`src/rtl/tckgen_pkg.sv`:
```
`timescale 1ns/1ps
package tckgen_pkg;
    localparam int HALF_W = 16;
    localparam int STAB_W = 4;

    typedef enum logic [2:0] {
        PH_IDLE,
        PH_HIGH,
        PH_LOW,
        PH_WAIT_HI,
        PH_WAIT_LO
    } phase_e;

    typedef struct packed {
        logic              adaptive;
        logic [HALF_W-1:0] half;
    } rate_s;

    // Frequency in Hz for a rate code; unused codes map to the slowest rate.
    function automatic int unsigned fixed_hz(input int unsigned code);
        case (code)
            1:       return 16_000_000;
            2:       return 8_000_000;
            3:       return 4_000_000;
            4:       return 1_000_000;
            5:       return 500_000;
            6:       return 200_000;
            7:       return 100_000;
            8:       return 50_000;
            9:       return 20_000;
            default: return 10_000;
        endcase
    endfunction

    function automatic int unsigned half_cycles(input int unsigned code,
                                                input int unsigned sys_hz);
        int unsigned h;
        h = sys_hz / (2 * fixed_hz(code));
        return (h == 0) ? 1 : h;
    endfunction
endpackage

```
`src/rtl/tck_rate_select.sv`:
```
`timescale 1ns/1ps
module tck_rate_select
    import tckgen_pkg::*;
#(
    parameter int unsigned SYS_HZ = 64_000_000
) (
    input  logic [3:0] code,
    output rate_s      rate
);
    localparam int NCODES = 16;

    logic [HALF_W-1:0] table_q [NCODES];

    for (genvar g = 0; g < NCODES; g++) begin : g_rate
        localparam logic [HALF_W-1:0] HALF_G = HALF_W'(half_cycles(g, SYS_HZ));
        assign table_q[g] = HALF_G;
    end

    always_comb begin
        rate.adaptive = (code == 4'd0);
        rate.half     = table_q[code];
    end
endmodule

```
`src/rtl/rtck_sync.sv`:
```
`timescale 1ns/1ps
module rtck_sync
    import tckgen_pkg::*;
#(
    parameter int STAGES = 2
) (
    input  logic              clk,
    input  logic              rst,
    input  logic              rtck_in,
    input  logic              tck_lvl,
    output logic              rtck_s,
    output logic [STAB_W-1:0] stab_cnt
);
    localparam logic [STAB_W-1:0] STAB_MAX = '1;

    logic [STAGES-1:0] chain;

    assign rtck_s = chain[STAGES-1];

    always_ff @(posedge clk) begin
        if (rst) begin
            chain    <= '0;
            stab_cnt <= '0;
        end else begin
            chain <= {chain[STAGES-2:0], rtck_in};
            if (rtck_s == tck_lvl)
                stab_cnt <= (stab_cnt == STAB_MAX) ? stab_cnt : stab_cnt + 1'b1;
            else
                stab_cnt <= '0;
        end
    end
endmodule

```
`src/rtl/tck_phase_fsm.sv`:
```
`timescale 1ns/1ps
module tck_phase_fsm
    import tckgen_pkg::*;
#(
    parameter int SLOW_SETTLE = 3,
    parameter int TO_W        = 16
) (
    input  logic              clk,
    input  logic              rst,
    input  rate_s             rate,
    input  logic              shift_req,
    input  logic              slow_core,
    input  logic [TO_W-1:0]   timeout_lim,
    input  logic              rtck_s,
    input  logic [STAB_W-1:0] stab_cnt,
    output logic              tck,
    output logic              sample_stb,
    output logic              update_stb,
    output logic              shift_done,
    output logic              timeout_err,
    output rate_s             cur_rate
);
    localparam logic [TO_W-1:0]   WAIT_MAX  = '1;
    localparam logic [STAB_W-1:0] SETTLE_SL = STAB_W'(SLOW_SETTLE);

    phase_e            st, st_n;
    logic [HALF_W-1:0] cnt, cnt_n;
    logic [TO_W-1:0]   wcnt, wcnt_n;
    rate_s             cur_n;
    logic              tck_n, smp_n, upd_n, done_n, err_n;
    logic              rise, waiting, accept;
    logic [STAB_W-1:0] need;

    always_comb begin
        need   = slow_core ? SETTLE_SL : '0;
        accept = (rtck_s == tck) && (stab_cnt >= need);
    end

    always_comb begin
        st_n    = st;
        tck_n   = tck;
        cnt_n   = cnt;
        wcnt_n  = wcnt;
        cur_n   = cur_rate;
        smp_n   = 1'b0;
        upd_n   = 1'b0;
        done_n  = 1'b0;
        err_n   = 1'b0;
        rise    = 1'b0;
        waiting = 1'b0;
        case (st)
            PH_IDLE: rise = shift_req;
            PH_HIGH: begin
                if (cnt == '0) begin
                    tck_n = 1'b0;
                    upd_n = 1'b1;
                    st_n  = PH_LOW;
                    cnt_n = cur_rate.half - 1'b1;
                end else begin
                    cnt_n = cnt - 1'b1;
                end
            end
            PH_LOW: begin
                if (cnt == '0) begin
                    done_n = 1'b1;
                    rise   = shift_req;
                    if (!shift_req) st_n = PH_IDLE;
                end else begin
                    cnt_n = cnt - 1'b1;
                end
            end
            PH_WAIT_HI: begin
                if (accept) begin
                    tck_n  = 1'b0;
                    upd_n  = 1'b1;
                    st_n   = PH_WAIT_LO;
                    wcnt_n = '0;
                end else begin
                    waiting = 1'b1;
                end
            end
            PH_WAIT_LO: begin
                if (accept) begin
                    done_n = 1'b1;
                    rise   = shift_req;
                    if (!shift_req) st_n = PH_IDLE;
                end else begin
                    waiting = 1'b1;
                end
            end
            default: st_n = PH_IDLE;
        endcase

        if (waiting) begin
            wcnt_n = (wcnt == WAIT_MAX) ? wcnt : wcnt + 1'b1;
            err_n  = (timeout_lim != '0) &&
                     (({1'b0, wcnt} + 1'b1) == {1'b0, timeout_lim});
        end

        // A period may only start here, with tck low: the rate is latched now.
        if (rise) begin
            tck_n  = 1'b1;
            smp_n  = 1'b1;
            cur_n  = rate;
            cnt_n  = rate.half - 1'b1;
            wcnt_n = '0;
            st_n   = rate.adaptive ? PH_WAIT_HI : PH_HIGH;
        end
    end

    always_ff @(posedge clk) begin
        if (rst) begin
            st          <= PH_IDLE;
            tck         <= 1'b0;
            cnt         <= '0;
            wcnt        <= '0;
            cur_rate    <= '0;
            sample_stb  <= 1'b0;
            update_stb  <= 1'b0;
            shift_done  <= 1'b0;
            timeout_err <= 1'b0;
        end else begin
            st          <= st_n;
            tck         <= tck_n;
            cnt         <= cnt_n;
            wcnt        <= wcnt_n;
            cur_rate    <= cur_n;
            sample_stb  <= smp_n;
            update_stb  <= upd_n;
            shift_done  <= done_n;
            timeout_err <= err_n;
        end
    end
endmodule

```
`src/rtl/tck_pacer.sv`:
```
`timescale 1ns/1ps
module tck_pacer
    import tckgen_pkg::*;
#(
    parameter int unsigned SYS_HZ      = 64_000_000,
    parameter int          SYNC_STAGES = 2,
    parameter int          SLOW_SETTLE = 3,
    parameter int          TO_W        = 16
) (
    input  logic            clk,
    input  logic            rst,
    input  logic [3:0]      rate_sel,
    input  logic            slow_core,
    input  logic [TO_W-1:0] timeout_lim,
    input  logic            shift_req,
    input  logic            rtck_in,
    output logic            tck,
    output logic            sample_stb,
    output logic            update_stb,
    output logic            shift_done,
    output logic            timeout_err
);
    rate_s             sel_rate;
    rate_s             cur_rate;
    logic              rtck_s;
    logic [STAB_W-1:0] stab_cnt;

    tck_rate_select #(.SYS_HZ(SYS_HZ)) u_rate (
        .code (rate_sel),
        .rate (sel_rate)
    );

    rtck_sync #(.STAGES(SYNC_STAGES)) u_sync (
        .clk      (clk),
        .rst      (rst),
        .rtck_in  (rtck_in),
        .tck_lvl  (tck),
        .rtck_s   (rtck_s),
        .stab_cnt (stab_cnt)
    );

    tck_phase_fsm #(.SLOW_SETTLE(SLOW_SETTLE), .TO_W(TO_W)) u_fsm (
        .clk         (clk),
        .rst         (rst),
        .rate        (sel_rate),
        .shift_req   (shift_req),
        .slow_core   (slow_core),
        .timeout_lim (timeout_lim),
        .rtck_s      (rtck_s),
        .stab_cnt    (stab_cnt),
        .tck         (tck),
        .sample_stb  (sample_stb),
        .update_stb  (update_stb),
        .shift_done  (shift_done),
        .timeout_err (timeout_err),
        .cur_rate    (cur_rate)
    );
endmodule

```
`config.mk`:
```
export PLATFORM = sky130hd
export DESIGN_NAME = tck_pacer
export DESIGN_NICKNAME = d
export VERILOG_FILES = /design/src/rtl/tckgen_pkg.sv /design/src/rtl/tck_rate_select.sv /design/src/rtl/rtck_sync.sv /design/src/rtl/tck_phase_fsm.sv /design/src/rtl/tck_pacer.sv
export SDC_FILE = /design/constraint.sdc
export NUM_CORES = 1
export LEC_CHECK = 0
export ABC_AREA = 1
export BUFFER_PORTS_ARGS = -buffer_cell sky130_fd_sc_hd__clkbuf_2
export CAP_MARGIN = 20
export CORE_MARGIN = 1
export CORE_UTILIZATION = 41
export DETAILED_ROUTE_END_ITERATION = 10
export PLACE_DENSITY = 0.59
export SETUP_SLACK_MARGIN = 0.3
export SYNTH_ARGS = -nofsm -noshare
export SYNTH_HDL_FRONTEND = slang
export SYNTH_SLANG_ARGS = --single-unit
```
`constraint.sdc`:
```
create_clock -name clk -period 1.8 [get_ports clk]
set_input_delay 0.18 -clock clk [delete_from_list [all_inputs] [get_ports clk]]
set_output_delay 0.18 -clock clk [all_outputs]
set_load 0.01 [all_outputs]
```
# Word level (Yosys, flattened, before mapping)
# Memories as Yosys holds them, arrays and structs flattened.
# Index checks and enable logic that the tools add are counted.
[word_totals]
rom_bits = 256
mem_count = 1
reg_bits = 62
out_inout_bits = 5
mem_bits_rw = 0
latchBits = 0
word_cells = 89
in_bits = 25
[mem_list]
columns = ["memory", "words", "width", "read_ports", "rd_ports_with_merged_regs", "write_ports", "line_no", "rtl"]
rows = [
  ["(no name shown)", 16, 16, 1, 0, 0, "tck_rate_select.sv:21", "rate.half = table_q[code];"],
]
[classes]
multipliers = 0
addsub = 6
n_shift = 0
n_lt_le_gt_ge = 2
n_reduce_logical = 18
eq_ne = 15
div_mod_pow = 0
n_mux = 33
bitwise = 3
[op_table]
columns = ["op", "count"]
rows = [
  ["16-bit two-way mux", 9],
  ["16-bit by 1-bit subtractor with 16-bit output, second input constant", 3],
  ["16-bit one-hot mux with 2 select lines", 1],
  ["3-bit two-way mux", 6],
  ["16-bit by 1-bit adder with 17-bit output, second input constant", 1],
  ["17-bit by 16-bit equality test with 1-bit output", 1],
  ["16-bit by 1-bit adder with 16-bit output, second input constant", 1],
  ["16-bit equality test, second input constant", 1],
  ["16-bit zero test", 1],
  ["16-bit nonzero test", 1],
  ["3-bit one-hot mux with 5 select lines", 1],
  ["3-bit by 1-bit != test with 1-bit output, second input constant", 4],
  ["1-bit two-way mux", 10],
  ["2-bit OR reduction", 4],
  ["3-bit by 2-bit equality test with 1-bit output, second input constant", 2],
  ["1-bit one-hot mux with 2 select lines", 3],
  ["3-bit AND reduction", 2],
  ["3-bit nonzero test", 2],
  ["5-bit >= comparator, second input constant", 1],
  ["4-bit NOT with 5-bit output", 1],
  ["5-bit AND reduction", 1],
  ["4-bit by 1-bit adder with 4-bit output, second input constant", 1],
  ["4-bit equality test, second input constant", 1],
  ["4-bit >= comparator", 1],
  ["other kinds (14)", 18],
]

# Longest topological paths before layout
[logic_depth]
ltp_word = 7
depth_mapped = 14
ltp_nobuf = 13

# By module
# A second synthesis with hierarchy kept.
[unflattened]
cells_unflattened = 785
area_unflattened_um2 = 5019.8
[modules_own_cells]
columns = ["module", "instances", "seq_area_each_um2", "area_each_um2", "cells_each"]
rows = [
  ["tck_phase_fsm", 1, 1141.1, 4555.6, 709],
  ["rtck_sync", 1, 120.1, 280.3, 42],
  ["tck_rate_select", 1, 0.0, 183.9, 34],
]

# Worst setup path before layout
# Ideal clock, no wire load.
[synth_timing]
kind = "register to register"
start = "reg u_sync.stab_cnt[0]"
end = "reg, netlist name u_fsm.cur_rate[2]"
t_arrival_ns = 1.679
stages_incl_launch_ff = 12
period_less_slack_ns = 1.754
t_required_ns = 1.725
setup_time_ns = 0.075
setup_slack_ns = 0.046
n_path_buf = 2
path_cell_list = "dfxtp_1 > inv_1 > ha_1 > o21ai_0 > nand2_1 > nand3_2 > nand3_4 > nand2_4 > buf_8 > nand2_2 > buf_4 > o22ai_1"
[synth_between]
elab_chain_cells = 4
[synth_rtl]
columns = ["item", "line_no", "rtl"]
rows = [
  ["start: declaration", "rtck_sync.sv:12", "output logic [STAB_W-1:0] stab_cnt"],
  ["start signal: assignment", "rtck_sync.sv:27", "stab_cnt <= (stab_cnt == STAB_MAX) ? stab_cnt : stab_cnt + 1'b1;"],
  ["4-bit >= comparator", "tck_phase_fsm.sv:36", "accept = (rtck_s == tck) && (stab_cnt >= need);"],
  ["1-bit logical AND", "tck_phase_fsm.sv:36", ""],
  ["1-bit two-way mux", "tck_phase_fsm.sv:83", "if (accept) begin"],
  ["1-bit one-hot mux with 3 select lines", "tck_phase_fsm.sv:51", "case (st)"],
]
# No other way between the ends.
# A chain may end at the register's enable or synchronous reset.

# Worst setup path in the final report
[layout_timing]
start = "reg u_fsm.wcnt[0]"
end = "reg u_fsm.wcnt[13]"
[layout_between]
elab_chain_cells = 3
elab_cells_between_ends = 6
classes_between = "1 x add/sub; 2 x eq/ne; 2 x mux; 1 x reduce/logical"
[layout_rtl]
columns = ["item", "line_no", "rtl"]
rows = [
  ["start: declaration", "tck_phase_fsm.sv:28", "logic [TO_W-1:0] wcnt, wcnt_n;"],
  ["start signal: assignment", "tck_phase_fsm.sv:126", "wcnt <= wcnt_n;"],
  ["16-bit by 1-bit adder with 16-bit output or 16-bit equality test (tied branches)", "tck_phase_fsm.sv:95", "wcnt_n = (wcnt == WAIT_MAX) ? wcnt : wcnt + 1'b1;"],
  ["16-bit two-way mux or 2-bit != test (tied branches)", "--", ""],
  ["16-bit two-way mux or 3-bit AND reduction (tied branches)", "--", ""],
]
# Several ways; a longest one is shown, not always the timed one. The select of a mux whose other input is x is not followed.

==> flow_summary.yaml <==
status:
  status: "complete, no violations"
yosys:
  synth_area_sq_um: 4080
  synth_cells: 641
  yosysWarnings: 0
  yosys-top-cells-count: "nand2_1 (175), inv_1 (82), nor2_1 (80)"
  synth.largest_area_cell: "dfxtp_1"
  synthMostInstantiatedCell: "nand2_1"
  synth_edf_count: 0
  syn_avg_cell_area_sq_um: 6.37
  synth_top_area_frac: 0.275
  synthTopCellsByArea: "dfxtp_1 (27%), nand2_1 (16%), nand3_1 (8.2%)"
  ys_seq_area_frac: 0.275
  ys_seq_elements: 56
  synth-async-reset-ratio: 0
  yosysUniqueCellTypes: 40
  synth_nets: 676
  ys.flop_type: "dfxtp_1"
layout:
  diodes: 0
  area_delta_synth_final_pct: 40.6
  finalNetCount: 780
  drive_above_1_share: 0.361
  fill_cells: 924
  postLayoutCellArea_sq_um: 5740
route:
  drtAntennaViolNets: 0
  wl_per_cell_um: 14.1
  wl_um: 12400
  vias: 4524
  firstDrtPassIters: 5
  viasPerCell: 5.15
  drtIter0Drc: 289
  drc: 0
floorplanning:
  pin_count: 30
  die_h_um: 102
  die_w_um: 102
  start_util: 0.420
  dieArea_sq_um: 10400
  placementRows: 36
  design.core.area_sq_um: 9730
clock_tree:
  insertion_delay_ns: 0.32
  ctsLongestPathBuffers: 2
  cts_tree: "done"
  h-tree-depth: 2
  clkTransAtPathRegs_ns: 0.11
  cts_num_sinks: 56
  root_buffer: "clkbuf_8"
  cts_made_buffers: 5
timing:
  tns_ns: 0
  post-route-min-period_ns: 1.75
  tightest_slew_ns: 0.409
  clock.fmax_mhz: 572
  period_share: 0.971
  maxSlewHeadroom: 0.726
  whs_ns: 0.0337
  hold_violations: 0
  slew_viol_final: 0
  fin_skew_ns: 0.00862
  setup_viol: 0
  rsz0062_at_grt: "true"
setup_path:
  worstPathArrival_ns: 2.00
  path_cells: "ha_4, nand3_4, nor2_4, nand4_1, o22ai_4, buf_6, nand2_1, a21oi_1"
  worstPathMaxFanout: 8
  cp_slowest_stage_delay_ns: 0.38
  path_buf_inv: 1
  cp_slowest_cell: "dfxtp_4"
  crit_path_end_kind: "register"
  crit_required_ns: 2.06
  worstSetupPathType: "register to register"
  cpLargestDelayFamily: "simple AND/OR/NAND/NOR gates"
  worst_setup_path_start_kind: "register"
global_routing:
  grt_max_degree: 17
  grt_util_all_layers: 0.232
  grtUsageMet2: 0.382
  use_met1: 0.323
  grt_pass1_vias: 3980
  grt_pass1_wl_um: 18800
  grt_overflow: 0
  use_met3: 0.0242
  antenna_found_initial: 0
  grt-busiest-layer: "met2"
worst_hold_path:
  min_path_type: "input port to register"
job:
  maxCapViolations: 0
power:
  p_leak_uw: 0.00261
  irDropWorstVdd_uv: 900
  total_power_uw: 7270
  p_per_area_nw_per_um2: 1270
placement:
  dp_hpwl_um: 8910
  place.gp.congestion: 0.892
  dpl_cell_area_sq_um: 4790
  port_buffers: 29
## power breakdown
group | switching (uW) | internal [uW] | leakage (uW) | total [uW]
Combinational | 2630 | 2070 | 0.00209 | 4700
Sequential | 226 | 1480 | 0.000465 | 1700
Clock | 452 | 415 | 0.0000552 | 866
## layout by cell type, fill, tap and decap left out, types with 3 or more instances in the layout
cell type  count
clkbuf_2      29
buf_12         4
inv_2         12
buf_6         18
xnor3_1        5
nand3_1       51
a21oi_1       19
nand2_2       22
nor2_1        63
o21ai_1        5
or2_2          3
nand3_4        4
ha_4           4
nor2_4        14
nor2_2        15
nand4_1       11
a31oi_1        4
o22ai_2        3
nand2_1      150
ha_1           5
xor2_1        16
buf_4         52
clkbuf_8       5
dfxtp_1       39
inv_1         72
o211ai_1       7
dfxtp_4        4
a21oi_2       15
nor3_1         5
nand2_8        5
nand3_2       16
nand3b_1       4
dfxtp_2       13
nand2_4        6
xnor2_1        4
o21ai_0       14
o21ai_2        8
## flip-flops by register name (all words and copies together) (netlist names)
name	count
u_fsm.tck	1
u_sync.chain	2
u_fsm.timeout_err	1
u_fsm.sample_stb	1
u_sync.stab_cnt	4
u_fsm.cnt	16
u_fsm.wcnt	16
u_fsm.shift_done	1
u_fsm.cur_rate	10
u_fsm.st	3
u_fsm.update_stb	1
## metal layers
metal,vias up,wire length (um)
li1,2268,-
met5,-,0
met1,2116,5750
met3,19,549
met4,0,212
met2,121,5840
## cell families (layout without fill, tap and decap cells)
group                    count (synthesis)  count (layout)  share of synthesized area
XOR/XNOR                                26              26                     0.0744
adder cells (fa/ha/maj)                 10              10                     0.0306
AO/OA/AOI/OAI                           79              79                      0.107
AND/OR/NAND/NOR                        372             374                      0.411
buffers and inverters                   98             201                      0.103
flip-flops                              56              56                      0.275
## path summary, 6_finish.rpt
path | from | end | slack (ns) | depth (start not counted)
max reg2reg | u_fsm.wcnt[0] | u_fsm.wcnt[13] | 0.05 | 8
min | rtck_in | u_sync.chain[0] | 0.03 | 3
min reg2reg | u_sync.chain[0] | u_sync.chain[1] | 0.41 | 2
max | u_fsm.wcnt[0] | u_fsm.wcnt[13] | 0.05 | 8
## through the flow
stage                     utilization  setup WS [ns]  cells
after floorplan                     -          0.156    641
after global placement          0.492        0.00852    846
after detailed placement        0.492         0.0186    846
after CTS                       0.538         0.0668    863
after global routing            0.590        -0.0293    879
final                           0.590         0.0516    879
## tightest hold or removal path: cells and delay by family
kind / cells / cell delay [ns]
AND/OR/NAND/NOR: 1 / 0.03
buffers and inverters: 2 / 0.12
## timing repair
| item | in CTS | in global routing |
|---|---|---|
| endpoints found under the setup margin | 46 | 47 |
| buffers inserted | 7 | 14 |
| pin swaps | 35 | 44 |
| gates resized for setup | 74 | 106 |
| cloned | 2 | 2 |
| hold buffers | 0 | 0 |
## area by class of cell
type | count | area, sq um | share of cell area
Sequential cell | 56 | 1150 | 0.201
Multi-Input combinational cell | 489 | 3100 | 0.540
Tap cell | 133 | 166 | 0.0290
Timing Repair Buffer | 105 | 858 | 0.149
Inverter | 88 | 355 | 0.0619
Clock buffer | 6 | 72.6 | 0.0126
Clock inverter | 2 | 35.0 | 0.00610
Note: power is estimated with default switching activity, not from simulation.
